File: config.mk
export PLATFORM = sky130hd
export DESIGN_NAME = pix_lut
export DESIGN_NICKNAME = d
export VERILOG_FILES = /design/src/rtl/pix_lut_pkg.sv /design/src/rtl/pix_lut_host.sv /design/src/rtl/pix_lut_mem.sv /design/src/rtl/pix_lut_out.sv /design/src/rtl/pix_lut.sv
export SDC_FILE = /design/constraint.sdc
export NUM_CORES = 2
export LEC_CHECK = 0
export BUFFER_PORTS_ARGS = -buffer_cell sky130_fd_sc_hd__clkbuf_2
export CORE_MARGIN = 10
export CORE_UTILIZATION = 45
export CTS_CLUSTER_DIAMETER = 200
export DETAILED_ROUTE_END_ITERATION = 16
export PLACE_DENSITY = 0.57
export RECOVER_POWER = 25
export SYNTH_ARGS = -nofsm -noshare
export SYNTH_HDL_FRONTEND = slang
export SYNTH_SLANG_ARGS = --single-unit
export TNS_END_PERCENT = 30
File: constraint.sdc
create_clock -name clk -period 2.87 [get_ports clk]
set_input_delay 0.1435 -clock clk [delete_from_list [all_inputs] [get_ports clk]]
set_output_delay 0.1435 -clock clk [all_outputs]
set_load 0.02 [all_outputs]
File: src/rtl/pix_lut_pkg.sv
package pix_lut_pkg;

  localparam int unsigned LUT_PIX_W = 8;

  // Table writes are honoured only with load permitted and stored view off.
  function automatic logic lut_wr_permit(input logic load_en, input logic show_stored);
    return load_en & ~show_stored;
  endfunction

endpackage

File: src/rtl/pix_lut_host.sv
module pix_lut_host #(
  parameter int unsigned AW = 8,
  parameter int unsigned DW = 8
) (
  input  logic          clk,
  input  logic          rst_n,
  input  logic          load_en,
  input  logic          show_stored,
  input  logic          idx_wr,
  input  logic [AW-1:0] idx_val,
  input  logic          ent_wr,
  input  logic [DW-1:0] ent_val,
  output logic          we,
  output logic [AW-1:0] wa,
  output logic [DW-1:0] wd
);

  logic [AW-1:0] idx_q;
  logic [AW-1:0] idx_d;

  // Next-state logic for the latched index (no auto-increment).
  always_comb begin
    idx_d = idx_q;
    if (idx_wr) idx_d = idx_val;
  end

  always_ff @(posedge clk or negedge rst_n) begin
    if (!rst_n) idx_q <= '0;
    else        idx_q <= idx_d;
  end

  // The entry write uses the index latched before this edge.
  always_comb begin
    we = ent_wr & pix_lut_pkg::lut_wr_permit(load_en, show_stored);
    wa = idx_q;
    wd = ent_val;
  end

  AST_IDX_HOLD: assert property (@(posedge clk) disable iff (!rst_n)
    !idx_wr |=> $stable(idx_q));

  AST_IDX_TAKE: assert property (@(posedge clk) disable iff (!rst_n)
    idx_wr |=> (idx_q == $past(idx_val)));

endmodule

File: src/rtl/pix_lut_mem.sv
module pix_lut_mem #(
  parameter int unsigned AW = 8,
  parameter int unsigned DW = 8
) (
  input  logic          clk,
  input  logic          rst_n,
  input  logic          we,
  input  logic [AW-1:0] wa,
  input  logic [DW-1:0] wd,
  input  logic [AW-1:0] ra,
  output logic [DW-1:0] rd
);

  localparam int unsigned DEPTH = 1 << AW;

  logic [DEPTH-1:0][DW-1:0] tbl;

  // One enabled register per entry; contents are not reset.
  for (genvar g = 0; g < DEPTH; g++) begin : g_ent
    logic ent_en;
    assign ent_en = we && (wa == AW'(g));
    always_ff @(posedge clk) begin
      if (ent_en) tbl[g] <= wd;
    end
  end

  // Read returns the content held before any write on this edge.
  assign rd = tbl[ra];

  AST_TBL_STABLE: assert property (@(posedge clk) disable iff (!rst_n)
    !we |=> (tbl === $past(tbl)));

  AST_TBL_WRITE: assert property (@(posedge clk) disable iff (!rst_n)
    we |=> (tbl[$past(wa)] === $past(wd)));

endmodule

File: src/rtl/pix_lut_out.sv
module pix_lut_out #(
  parameter int unsigned DW = 8
) (
  input  logic          clk,
  input  logic          rst_n,
  input  logic          pix_vld,
  input  logic          blank,
  input  logic [DW-1:0] lut_rd,
  output logic          out_vld,
  output logic [DW-1:0] pix_out
);

  logic [DW-1:0] pix_d;

  always_comb begin
    pix_d = lut_rd;
    if (blank) pix_d = '0;
  end

  always_ff @(posedge clk or negedge rst_n) begin
    if (!rst_n) out_vld <= 1'b0;
    else        out_vld <= pix_vld;
  end

  always_ff @(posedge clk or negedge rst_n) begin
    if (!rst_n)       pix_out <= '0;
    else if (pix_vld) pix_out <= pix_d;
  end

endmodule

File: src/rtl/pix_lut.sv
module pix_lut #(
  parameter int unsigned PIX_W = pix_lut_pkg::LUT_PIX_W
) (
  input  logic             clk,
  input  logic             rst_n,
  input  logic             cfg_load_en,
  input  logic             cfg_show_stored,
  input  logic             cfg_blank,
  input  logic             idx_wr,
  input  logic [PIX_W-1:0] idx_val,
  input  logic             ent_wr,
  input  logic [PIX_W-1:0] ent_val,
  input  logic             pix_vld,
  input  logic [PIX_W-1:0] pix_in,
  output logic             out_vld,
  output logic [PIX_W-1:0] pix_out
);

  logic             we;
  logic [PIX_W-1:0] wa;
  logic [PIX_W-1:0] wd;
  logic [PIX_W-1:0] lut_rd;

  pix_lut_host #(.AW(PIX_W), .DW(PIX_W)) u_host (
    .clk         (clk),
    .rst_n       (rst_n),
    .load_en     (cfg_load_en),
    .show_stored (cfg_show_stored),
    .idx_wr      (idx_wr),
    .idx_val     (idx_val),
    .ent_wr      (ent_wr),
    .ent_val     (ent_val),
    .we          (we),
    .wa          (wa),
    .wd          (wd)
  );

  pix_lut_mem #(.AW(PIX_W), .DW(PIX_W)) u_mem (
    .clk   (clk),
    .rst_n (rst_n),
    .we    (we),
    .wa    (wa),
    .wd    (wd),
    .ra    (pix_in),
    .rd    (lut_rd)
  );

  pix_lut_out #(.DW(PIX_W)) u_out (
    .clk     (clk),
    .rst_n   (rst_n),
    .pix_vld (pix_vld),
    .blank   (cfg_blank),
    .lut_rd  (lut_rd),
    .out_vld (out_vld),
    .pix_out (pix_out)
  );

  AST_BLANK_BLACK: assert property (@(posedge clk) disable iff (!rst_n)
    (pix_vld && cfg_blank) |=> (pix_out == '0));

  AST_VLD_RISE: assert property (@(posedge clk) disable iff (!rst_n)
    pix_vld |=> out_vld);

  AST_VLD_IDLE: assert property (@(posedge clk) disable iff (!rst_n)
    !pix_vld |=> !out_vld);

  AST_OUT_HOLD: assert property (@(posedge clk) disable iff (!rst_n)
    !pix_vld |=> $stable(pix_out));

endmodule

==> results_dict.tcl <==
set metrics [dict create \
    status "finished with violations" \
    failed_checks "capacitance limit, slew limit" \
    critical_path_buf_inv_count 1 \
    power_mw 63.90 \
    clk_path_buf_depth 3 \
    r2r-start "u_mem.tbl[936]" \
    reg2reg_depth 8 \
    drtIter0Drc 5360 \
    startpoint_type "register" \
    synth.most_common_cell "edfxtp_1" \
    synth_edf_count 2048 \
    globalRouteOverflowTotal 0 \
    cp_cell_sequence "mux4_1, mux4_2, nand2_1, a21oi_1, a21oi_1, buf_4, a22oi_1, a32o_1" \
    die_w_um 444.6 \
    firstDrtPassIters 5 \
    syn-num-nets 3960 \
    ys_top_cells_by_area "edfxtp_1, mux4_2, mux2i_1" \
    endpoint_kind "register" \
    drcViolationCount 0 \
    wl_per_cell_um 31.63 \
    via_count 42890 \
    ys_types 74 \
    clkLatencyLatePin_ns 0.85 \
    period_share 0.9377 \
    cts.sinks 2065 \
    postRouteWirelength_um 227400 \
    grt_usage 0.2274 \
    synth.top_cell.area_share 0.7582 \
    synth_area_mm2 0.08112 \
    clk_pin_slew_ns 0.07 \
    drv_slew 829 \
    drive_above_1_share 0.3007 \
    path_depth 8 \
    layout.nets 4692 \
    initial_core_util 0.4536 \
    worstHoldStart "pix_in[7]" \
    die_area_mm2 0.1976 \
    grt_pass1_wl_um 324000 \
    max_freq_mhz 371.6 \
    crit_family "multiplexers" \
    hold-path-endpoint "u_out.pix_out[6]" \
    fin_crit_ns 2.691 \
    r2r_end "u_out.pix_out[0]" \
    ant_nets 0 \
    cts_buffers 203 \
    yosys_register_bits 2065 \
    fin_worst_skew_ns 0.03210 \
    p_per_area_mw_per_mm2 669.9 \
    place.port_buffers 40 \
    syn_avg_cell_area_um2 20.65 \
    cp_slowest_cell "mux4_1" \
    r2r_slack_ns 0.18 \
    min_path_type "in2reg" \
    ys_top_cells_by_count "edfxtp_1, mux4_2, nor2_1" \
    tightest_slew_ns 2.769 \
    dp_hpwl_um 148900 \
    synth_ff_type "edfxtp_1" \
    whs_path_depth 4 \
    placementRows 155 \
    syn_to_final_growth_pct 17.58 \
    layout_setup_ws_ns 0.1787 \
    antenna_found_initial 11 \
    grt_pass1_vias 42860 \
    cp_max_fo 1 \
    yosysWarnings 0 \
    viasPerCell 5.966 \
    yosysSeqAreaShare 0.7634 \
    die_h_um 444.6 \
    synth_cells 3928 \
    hold_viol_final 0 \
    slew_headroom -0.8463 \
    leakagePower_nw 31.43 \
    dp.cells 6784 \
    io_pins 41 \
    routabilityCongestion 0.8501 \
    worstPathRequired_ns 3.61 \
    synthArstFlopShare 0.008232 \
    max_cap_violations 8 \
    cts_root_buffer "clkbuf_16" \
    setup_viol 0 \
    setup.worst_path.class "reg2reg" \
    grt_max_degree 129 \
    htreeDepth 4 \
    final-instance-count-excl-fill 7190 \
    yosys.area.top_type "edfxtp_1" \
    critPathMaxStageDelay_ns 0.56 \
    vdd_ir_drop_max_uv 603.7 \
    cp.arrival_ns 3.43 \
    worst_path_most_repeated_cell "a21oi_1" \
    rsz0062_at_grt "no" \
    core_area_mm2 0.1788 \
    cts_tree "yes" \
    dp_slack_ns -0.7101 \
    n_fill_cell 14040 \
]
[registers in the layout, indices dropped and copies added (netlist names)]
name and cells:
u_out.pix_out 8, u_out.out_vld 1, u_mem.tbl 2048, u_host.wa 8
[worst max-delay path by stage]
stage                    from                to
2_1_floorplan       pix_in[1]  u_out.pix_out[1]
5_1_grt        u_mem.tbl[944]  u_out.pix_out[0]
6_report       u_mem.tbl[936]  u_out.pix_out[0]
3_3_place_gp        pix_in[0]  u_out.pix_out[5]
4_1_cts        u_mem.tbl[936]  u_out.pix_out[0]
3_5_place_dp        pix_in[0]  u_out.pix_out[5]
[layout make-up]
cell class,instances,area [µm²],area share
clock buffers,254,5386,0.05647
clock inverters,123,1360,0.01426
flip-flops and latches,2065,61920,0.6493
repair buffers,771,6354,0.06662
diodes,3,7.507,0.00007871
well taps,2355,2947,0.03089
inverters,5,22.52,0.0002361
multi-input cells,1614,17380,0.1822
[metal layers]
| metal | GRT usage | share of wire | up-vias |
|---|---|---|---|
| li1 | - | - | 17850 |
| met1 | 0.3200 | 0.41 | 22840 |
| met2 | 0.3587 | 0.47 | 1844 |
| met3 | 0.04322 | 0.077 | 360 |
| met4 | 0.07607 | 0.036 | 4 |
| met5 | 0 | 0.00011 | - |
[per-stage QoR]
step | setup TNS [ns] | cell area [µm²] | hold WS (ns) | utilization
global placement | -2.624 | 88520 | 0.1803 | 0.4951
floorplan | 0 | 81120 | -0.1521 | -
CTS | 0 | 95540 | 0.001838 | 0.5343
detailed placement | -2.807 | 88520 | 0.1839 | 0.4951
finish | 0 | 95380 | 0.02949 | 0.5334
global route | 0 | 95370 | 0.03968 | 0.5334
[kinds of logic after synthesis]
kind of cell	after synthesis	synth area share
buffers and inverters	249	0.02309
AND/OR/NAND/NOR	555	0.02960
AO/OA/AOI/OAI	388	0.03333
flip-flops	2065	0.7634
multiplexers	671	0.1506
[cell usage in the layout, fill, tap and decap left out, types with 6 or more instances in the layout]
master	n
edfxtp_1	2048
buf_4	642
mux4_2	391
nor2_1	295
mux2i_1	228
clkbuf_16	207
nand2_1	110
a21oi_1	95
o221ai_1	77
clkbuf_1	59
buf_12	50
o22ai_1	49
a22oi_1	47
clkinv_1	43
o21ai_0	37
mux4_1	36
clkbuf_2	34
clkinv_2	33
nor3_1	33
nand3_1	31
bufinv_16	25
dlygate4sd3_1	25
dfrtp_1	17
nand4_1	16
mux2_2	16
nor2b_1	14
a211oi_1	11
clkinvlp_4	11
nor4_1	9
and3_1	7
a31oi_1	6
a311oi_1	6
o211ai_1	6
[repair_timing]
item	CTS	global route
hold buffers	26	0
resized for setup	1	0
hold endpoints to repair	369	0
setup buffers	0	0
setup endpoints to repair	1	0
[worst reg2reg max path: stages (launching register included)]
cell and delay [ns]:
edfxtp_1 0.35, mux4_1 0.56, mux4_2 0.49, nand2_1 0.08
a21oi_1 0.08, a21oi_1 0.34, buf_4 0.18, a22oi_1 0.21
a32o_1 0.33
[power breakdown]
group	internal (mW)	switching [mW]	leakage [nW]	total, mW
clock	15.6	11.4	3.26	27.0
combinational	1.36	2.29	9.56	3.65
sequential	33.2	0.0915	18.6	33.3
(Power assumes the default switching activity.)
